File: src/rtl/rqd_pkg.sv
package rqd_pkg;

  typedef enum logic {
    BAL_STATIC  = 1'b0,
    BAL_DYNAMIC = 1'b1
  } bal_mode_e;

endpackage

File: src/rtl/rqd_fifo.sv
module rqd_fifo #(
  parameter int DEPTH = 4,
  parameter int W     = 8
) (
  input  logic         clk,
  input  logic         rst_n,
  input  logic         push,
  input  logic [W-1:0] push_data,
  input  logic         pop_head,
  input  logic         drop_tail,
  output logic [W-1:0] head,
  output logic [W-1:0] tail,
  output logic         full,
  output logic         empty
);

  // DEPTH must be a power of two so the pointers wrap naturally
  localparam int PW = (DEPTH > 1) ? $clog2(DEPTH) : 1;
  localparam int CW = $clog2(DEPTH + 1);

  logic [W-1:0]  mem [DEPTH];
  logic [PW-1:0] rd_ptr, rd_ptr_nxt;
  logic [CW-1:0] cnt, cnt_nxt;
  logic [PW-1:0] wr_ptr, tl_ptr;

  assign wr_ptr = rd_ptr + PW'(cnt);
  assign tl_ptr = rd_ptr + PW'(cnt) - PW'(1);
  assign head   = mem[rd_ptr];
  assign tail   = mem[tl_ptr];
  assign full   = (cnt == CW'(DEPTH));
  assign empty  = (cnt == '0);

  always_comb begin
    rd_ptr_nxt = rd_ptr;
    cnt_nxt    = cnt;
    if (pop_head) rd_ptr_nxt = rd_ptr + PW'(1);
    case ({push, pop_head, drop_tail})
      3'b100:  cnt_nxt = cnt + CW'(1);
      3'b010,
      3'b001:  cnt_nxt = cnt - CW'(1);
      default: cnt_nxt = cnt;
    endcase
  end

  always_ff @(posedge clk or negedge rst_n) begin
    if (!rst_n) begin
      rd_ptr <= '0;
      cnt    <= '0;
    end else begin
      rd_ptr <= rd_ptr_nxt;
      cnt    <= cnt_nxt;
    end
  end

  always_ff @(posedge clk) begin
    if (push) mem[wr_ptr] <= push_data;
  end

  p_no_overflow_r5: assert property (@(posedge clk) disable iff (!rst_n)
    push |-> (cnt < CW'(DEPTH)));

  p_no_underflow_r4: assert property (@(posedge clk) disable iff (!rst_n)
    (pop_head || drop_tail) |-> (cnt != '0));

  p_one_removal_r8: assert property (@(posedge clk) disable iff (!rst_n)
    !(pop_head && drop_tail) && !(push && drop_tail));

  p_count_step_r3: assert property (@(posedge clk) disable iff (!rst_n)
    (cnt == $past(cnt)) || (cnt == $past(cnt) + CW'(1)) || (cnt + CW'(1) == $past(cnt)));

endmodule

File: src/rtl/rqd_balancer.sv
module rqd_balancer #(
  parameter int NUM_CORES = 4,
  parameter int CI        = (NUM_CORES > 1) ? $clog2(NUM_CORES) : 1
) (
  input  logic                 clk,
  input  logic                 rst_n,
  input  rqd_pkg::bal_mode_e   mode,
  input  logic [NUM_CORES-1:0] core_busy,
  input  logic [NUM_CORES-1:0] q_empty,
  input  logic [NUM_CORES-1:0] q_full,
  input  logic [NUM_CORES-1:0] q_pop,
  input  logic                 enq_fire,
  output logic                 mig_fire,
  output logic [CI-1:0]        mig_src,
  output logic [CI-1:0]        mig_dst
);

  logic [CI-1:0] scan_idx, scan_nxt;
  logic          moved, moved_nxt;
  logic          src_found;
  logic          last_step;

  // lowest-numbered busy core with a queued task not being dispatched
  always_comb begin
    src_found = 1'b0;
    mig_src   = '0;
    for (int c = NUM_CORES - 1; c >= 0; c--) begin
      if (core_busy[c] && !q_empty[c] && !q_pop[c]) begin
        src_found = 1'b1;
        mig_src   = CI'(c);
      end
    end
  end

  assign mig_dst   = scan_idx;
  assign last_step = (scan_idx == CI'(NUM_CORES - 1));
  assign mig_fire  = (mode == rqd_pkg::BAL_DYNAMIC) && !moved && src_found &&
                     !core_busy[scan_idx] && !q_full[scan_idx] && !enq_fire;

  always_comb begin
    scan_nxt  = last_step ? '0 : scan_idx + CI'(1);
    moved_nxt = last_step ? 1'b0 : (moved || mig_fire);
  end

  always_ff @(posedge clk or negedge rst_n) begin
    if (!rst_n) begin
      scan_idx <= '0;
      moved    <= 1'b0;
    end else begin
      scan_idx <= scan_nxt;
      moved    <= moved_nxt;
    end
  end

  // checker-side count of migrations within the current pass
  logic [1:0] pass_migs;
  always_ff @(posedge clk or negedge rst_n) begin
    if (!rst_n)                       pass_migs <= '0;
    else if (scan_nxt == '0)          pass_migs <= '0;
    else if (mig_fire && pass_migs != 2'd3) pass_migs <= pass_migs + 2'd1;
  end

  p_one_per_pass_r9: assert property (@(posedge clk) disable iff (!rst_n)
    (pass_migs != 2'd0) |-> !mig_fire);

  p_mig_direction_r8: assert property (@(posedge clk) disable iff (!rst_n)
    mig_fire |-> (core_busy[mig_src] && !core_busy[mig_dst] && !q_empty[mig_src]));

  p_mig_not_full_r10: assert property (@(posedge clk) disable iff (!rst_n)
    mig_fire |-> !q_full[mig_dst]);

endmodule

File: src/rtl/core_runq_dispatch.sv
module core_runq_dispatch #(
  parameter int NUM_CORES    = 4,
  parameter int CTX_PER_CORE = 2,
  parameter int QUEUE_DEPTH  = 4,
  parameter int ID_W         = 8
) (
  input  logic                              clk,
  input  logic                              rst_n,
  input  logic                              dyn_mode,
  input  logic                              enq_valid,
  input  logic [ID_W-1:0]                   enq_id,
  output logic                              enq_ready,
  input  logic [NUM_CORES*CTX_PER_CORE-1:0] ctx_busy,
  input  logic [NUM_CORES-1:0]              req,
  output logic [NUM_CORES-1:0]              grant,
  output logic [NUM_CORES*ID_W-1:0]         grant_id
);

  localparam int CI = (NUM_CORES > 1) ? $clog2(NUM_CORES) : 1;

  rqd_pkg::bal_mode_e   mode;
  logic [NUM_CORES-1:0] core_busy, q_empty, q_full;
  logic [ID_W-1:0]      q_head [NUM_CORES];
  logic [ID_W-1:0]      q_tail [NUM_CORES];
  logic [CI-1:0]        tgt, mig_src, mig_dst;
  logic                 enq_fire, mig_fire;
  logic [ID_W-1:0]      mig_data;

  assign mode      = dyn_mode ? rqd_pkg::BAL_DYNAMIC : rqd_pkg::BAL_STATIC;
  assign tgt       = CI'(enq_id % ID_W'(NUM_CORES));
  assign enq_ready = !q_full[tgt];
  assign enq_fire  = enq_valid && enq_ready;
  assign grant     = req & ~q_empty;
  assign mig_data  = q_tail[mig_src];

  for (genvar c = 0; c < NUM_CORES; c++) begin : g_core
    logic push_c;

    assign core_busy[c] = |ctx_busy[c*CTX_PER_CORE +: CTX_PER_CORE];
    assign push_c = (enq_fire && tgt == CI'(c)) || (mig_fire && mig_dst == CI'(c));
    assign grant_id[c*ID_W +: ID_W] = q_head[c];

    rqd_fifo #(.DEPTH(QUEUE_DEPTH), .W(ID_W)) u_q (
      .clk       (clk),
      .rst_n     (rst_n),
      .push      (push_c),
      .push_data (enq_fire ? enq_id : mig_data),
      .pop_head  (grant[c]),
      .drop_tail (mig_fire && mig_src == CI'(c)),
      .head      (q_head[c]),
      .tail      (q_tail[c]),
      .full      (q_full[c]),
      .empty     (q_empty[c])
    );
  end

  rqd_balancer #(.NUM_CORES(NUM_CORES), .CI(CI)) u_bal (
    .clk       (clk),
    .rst_n     (rst_n),
    .mode      (mode),
    .core_busy (core_busy),
    .q_empty   (q_empty),
    .q_full    (q_full),
    .q_pop     (grant),
    .enq_fire  (enq_fire),
    .mig_fire  (mig_fire),
    .mig_src   (mig_src),
    .mig_dst   (mig_dst)
  );

  p_static_no_move_r7: assert property (@(posedge clk) disable iff (!rst_n)
    !dyn_mode |-> !mig_fire);

  p_enq_excl_mig_r8: assert property (@(posedge clk) disable iff (!rst_n)
    (enq_valid && enq_ready) |-> !mig_fire);

endmodule

File: config.mk
export PLATFORM = sky130hd
export DESIGN_NAME = core_runq_dispatch
export DESIGN_NICKNAME = d
export VERILOG_FILES = /design/src/rtl/rqd_pkg.sv /design/src/rtl/rqd_fifo.sv /design/src/rtl/rqd_balancer.sv /design/src/rtl/core_runq_dispatch.sv
export SDC_FILE = /design/constraint.sdc
export NUM_CORES = 1
export LEC_CHECK = 0
export BUFFER_PORTS_ARGS = -buffer_cell sky130_fd_sc_hd__buf_4
export CORE_AREA = 5 5 125 127
export CTS_CLUSTER_DIAMETER = 120
export CTS_CLUSTER_SIZE = 14
export DETAILED_ROUTE_END_ITERATION = 6
export DIE_AREA = 0 0 130 132
export GPL_TIMING_DRIVEN = 0
export PLACE_DENSITY = 0.73
export SLEW_MARGIN = 15
export SYNTH_ARGS = -nofsm -noshare
export SYNTH_HDL_FRONTEND = slang
export SYNTH_HIERARCHICAL = 1
export SYNTH_SLANG_ARGS = --single-unit
File: constraint.sdc
create_clock -name clk -period 4 [get_ports clk]
set_input_delay 0.2 -clock clk [delete_from_list [all_inputs] [get_ports clk]]
set_output_delay 0.2 -clock clk [all_outputs]
set_load 0.01 [all_outputs]
==> qor.txt <==
=====================================================================================
Initial Utilization ....................................................        54.2%
CTS tree ...............................................................        built
Highest net fanout along the worst path ................................           10
Avg Inst Size Synth ....................................................   17.8 sq um
Relative max-transition margin .........................................        62.3%
Via count of the first global-routing pass .............................         4679
Launching instance or port of the critical path ........................ g_core[2].u_q/cnt[1]
Deepest level of the CTS H-tree ........................................            4
Final period utilization ...............................................        92.4%
Core ar. ...............................................................  14300 sq um
Proportion of synthesized area in mux cells ............................        23.4%
Share of post-route cells with drive strength above 1 ..................        42.5%
Post-route non-filler standard cell count ..............................          714
Kind of launch point of the worst setup path ...........................         flop
Final sum of negative setup slack ......................................         0 ps
Worst setup EP type ....................................................         flop
Required @ worst endpoint ..............................................      4340 ps
EDFF count, synth ......................................................          128
Maximum operating frequency ............................................      271 MHz
Synthesized-area fraction occupied by ao, oa, aoi and oai cells ........        3.08%
Proportion of synthesized chip area in sequential cells ................        56.9%
Largest area contributor in the synthesized netlist .................... sky130_fd_sc_hd__edfxtp_1
Grt total ovfl .........................................................            0
Number of max-cap violations ...........................................            0
Most instantiated library cell after synthesis ......................... sky130_fd_sc_hd__edfxtp_1
Leading cell types by total area after synthesis ....................... sky130_fd_sc_hd__edfxtp_1 (50%), sky130_fd_sc_hd__mux4_2 (21%), sky130_fd_sc_hd__dfrtp_1 (7.4%)
Number of I/O pins .....................................................           61
Vias per inst ..........................................................         6.07
Multi-input logic area .................................................   3190 sq um
Count of yosys warnings during synthesis ...............................            6
Via count ..............................................................         4336
Post-synthesis net count ...............................................          486
#FFs+latches synth .....................................................          151
Xor/xnor cell area share of the yosys netlist ..........................        3.95%
Post-CTS setup buffer count ............................................            0
Global-route wire length before repair ................................. 26900 microns
Die Width ..............................................................  130 microns
Result of the run ...................................................... finished, final reports clean
Initial antenna violation count ........................................            0
Synth top area share ...................................................        49.5%
Instance count after placement with tap cells included .................          681
Vertical die dimension .................................................  132 microns
Max Root-Sink Buffers ..................................................            2
Net count reported at finish ...........................................          566
Fill count .............................................................         1031
Worst Skew .............................................................      9.20 ps
Adder-Cell Fraction of Synth Area ......................................        4.03%
Arrival time at the worst endpoint .....................................      4030 ps
Area Overhead vs Synth .................................................        17.5%
Count of cell types in the netlist .....................................           40
Clock period minus final worst setup slack .............................      3700 ps
Most used flip-flop cell after synthesis ............................... sky130_fd_sc_hd__edfxtp_1
Class of the most critical hold timing path ............................  in -> async
Mean routed wirelength per cell ........................................ 24.1 microns
Synth Instances ........................................................          437
GPL Wtd Cong ...........................................................        0.798
CTS sink cnt ...........................................................          151
Netlist area before placement ..........................................   7760 sq um
Post-synthesis share of cell area spent on and, or, nand and nor gates .        5.69%
Top cell types by occurrence after synthesis ........................... sky130_fd_sc_hd__edfxtp_1 (128), sky130_fd_sc_hd__mux4_2 (73), sky130_fd_sc_hd__ha_1 (25)
Setup Viol. Count Final ................................................            0
Number of buffers created by CTS .......................................           17
RSZ-0062 raised after global routing ...................................        false
Quantity of I/O buffers inserted on ports ..............................           60
Half-perimeter wire length after placement ............................. 11800 microns
Number of design rule violations left after detail routing .............            0
Transition time at the pin with the least slew margin ..................       566 ps
Initial DRC Count ......................................................          268
Count of antenna-violating nets left after detailed routing ............            0
TritonRoute pass-1 iters ...............................................            5
Clock-pin transition on the worst setup and hold timing paths ..........        60 ps
Die area ...............................................................  17200 sq um
Largest family of logic cells by synthesized area ...................... multiplexers
Antenna diode count ....................................................            0
GRT Util Overall .......................................................        21.5%
Final count of pins violating max slew .................................            0
Reg2Reg Setup Slack ....................................................       300 ps
Area occupied by registers .............................................   4420 sq um
Insertion delay to the later sink of the worst-skew pair ...............       420 ps
CP Class ...............................................................   reg -> reg
Number of hold-slack violations in the final timing report .............            0
Clock root buffer ...................................................... sky130_fd_sc_hd__clkbuf_16
Async set-reset flop share out of synthesis ............................        15.2%
Reg-to-Reg End ......................................................... g_core[2].u_q/cnt[2]
R2r startpoint ......................................................... g_core[2].u_q/cnt[1]
Cells on worst reg2reg path ............................................           17
Maximum number of pins on one net before global-route repair ...........           24
Row Count ..............................................................           44
Final routed wirelength across all metal layers ........................ 17200 microns
=====================================================================================
[cell usage in the layout (no fill, tap or decap), types with 3 or more instances in the layout]
cell type / Yosys / final
sky130_fd_sc_hd__edfxtp_1: 128 / 128
sky130_fd_sc_hd__mux4_2: 73 / 73
sky130_fd_sc_hd__buf_4: 6 / 66
sky130_fd_sc_hd__ha_1: 25 / 25
sky130_fd_sc_hd__dfrtp_1: 23 / 23
sky130_fd_sc_hd__xnor2_1: 22 / 22
sky130_fd_sc_hd__and2_1: 17 / 17
sky130_fd_sc_hd__clkbuf_16: 0 / 17
sky130_fd_sc_hd__xor2_1: 13 / 13
sky130_fd_sc_hd__buf_2: 13 / 12
sky130_fd_sc_hd__nor2_1: 15 / 12
sky130_fd_sc_hd__inv_1: 11 / 11
sky130_fd_sc_hd__nand2_1: 9 / 9
sky130_fd_sc_hd__mux2_4: 8 / 8
sky130_fd_sc_hd__buf_6: 5 / 5
sky130_fd_sc_hd__o21ai_0: 5 / 5
sky130_fd_sc_hd__nor2b_1: 6 / 5
sky130_fd_sc_hd__or2_2: 4 / 4
sky130_fd_sc_hd__and3b_1: 4 / 4
sky130_fd_sc_hd__inv_6: 0 / 4
sky130_fd_sc_hd__nor3_1: 4 / 4
sky130_fd_sc_hd__mux2_2: 4 / 4
sky130_fd_sc_hd__o41ai_2: 4 / 4
sky130_fd_sc_hd__nor3b_2: 1 / 4
sky130_fd_sc_hd__nand2b_1: 3 / 3
sky130_fd_sc_hd__nor2_2: 0 / 3
sky130_fd_sc_hd__clkinv_1: 0 / 3
sky130_fd_sc_hd__clkinvlp_4: 0 / 3
sky130_fd_sc_hd__bufinv_16: 0 / 3
sky130_fd_sc_hd__clkbuf_1: 3 / 3
sky130_fd_sc_hd__o21ai_2: 3 / 3
sky130_fd_sc_hd__nor4b_1: 3 / 3
sky130_fd_sc_hd__o31ai_1: 3 / 3
[layer usage]
metal | share of wire, % | GRT usage [%]
met5 | 0 | 0
met4 | 1.9 | 7.33
met3 | 8.3 | 5.35
met2 | 52 | 35.3
met1 | 38 | 28.0
[how the worst max path moves through the flow]
stage	slack (ps)	to
2_1_floorplan	610	g_core[0].u_q/cnt[2]
3_3_place_gp	-170	g_core[0].u_q/cnt[2]
3_5_place_dp	-240	g_core[0].u_q/cnt[2]
4_1_cts	100	g_core[2].u_q/cnt[2]
5_1_grt	6	g_core[3].u_q/cnt[2]
6_report	300	g_core[2].u_q/cnt[2]
[state kept, by name (all words and copies together), names as in the netlist]
register,cells
u_bal/mig_dst,2
u_bal/moved,1
g_core.u_q/mem,128
g_core.u_q/cnt,12
g_core.u_q/rd_ptr,8
[cell type report]
type	count	area share, %
plain buffers	29	2.07
clock buffers	17	4.66
clock inverters	15	1.89
inverters	11	0.453
multi-input cells	246	34.9
flip-flops and latches	151	48.4
well taps	184	2.52
repair buffers	61	5.05
[kinds of logic (layout without fill, tap and decap cells)]
| group | count (synthesis) | in the layout |
|---|---|---|
| fa+ha+maj | 25 | 25 |
| compound gates | 25 | 25 |
| flops | 151 | 151 |
| buf+inv | 40 | 133 |
| simple gates | 75 | 75 |
| xor+xnor | 35 | 35 |
| mux | 86 | 86 |
[worst max-delay path: stages, from the launching register on]
cell and delay [ps]:
sky130_fd_sc_hd__dfrtp_1 350, sky130_fd_sc_hd__buf_2 170, sky130_fd_sc_hd__nor3b_2 320, sky130_fd_sc_hd__mux2_4 240
sky130_fd_sc_hd__a2bb2o_4 220, sky130_fd_sc_hd__buf_6 150, sky130_fd_sc_hd__nor2b_1 150, sky130_fd_sc_hd__o311ai_2 160
sky130_fd_sc_hd__nor2_2 240, sky130_fd_sc_hd__nand2_1 100, sky130_fd_sc_hd__o32ai_1 230, sky130_fd_sc_hd__buf_4 250
sky130_fd_sc_hd__nor2_1 70, sky130_fd_sc_hd__xor2_1 140, sky130_fd_sc_hd__ha_1 220, sky130_fd_sc_hd__and3b_1 190
sky130_fd_sc_hd__o31ai_1 250, sky130_fd_sc_hd__xnor2_1 160
[repair_timing]
item                       CTS  global route
setup endpoints to repair    4             5
gates resized for setup      4            10
hold endpoints to repair    23             0
hold buffers                 1             0
[through the flow]
stage          hold slack (ps)  utilization, %  setup slack (ps)  instance area, sq um
4_1_cts                    195            63.4              99.7                  9080
3_5_place_dp               121            59.1              -243                  8450
3_3_place_gp               120            59.0              -170                  8450
2_1_floorplan            -95.6               -               610                  7760
6_report                   223            63.7               304                  9120
5_1_grt                    234            63.7              5.74                  9120
Power is left out: the tool's default activity adds up to more than one toggle a clock period on the data nets, which glitch-free logic cannot reach.
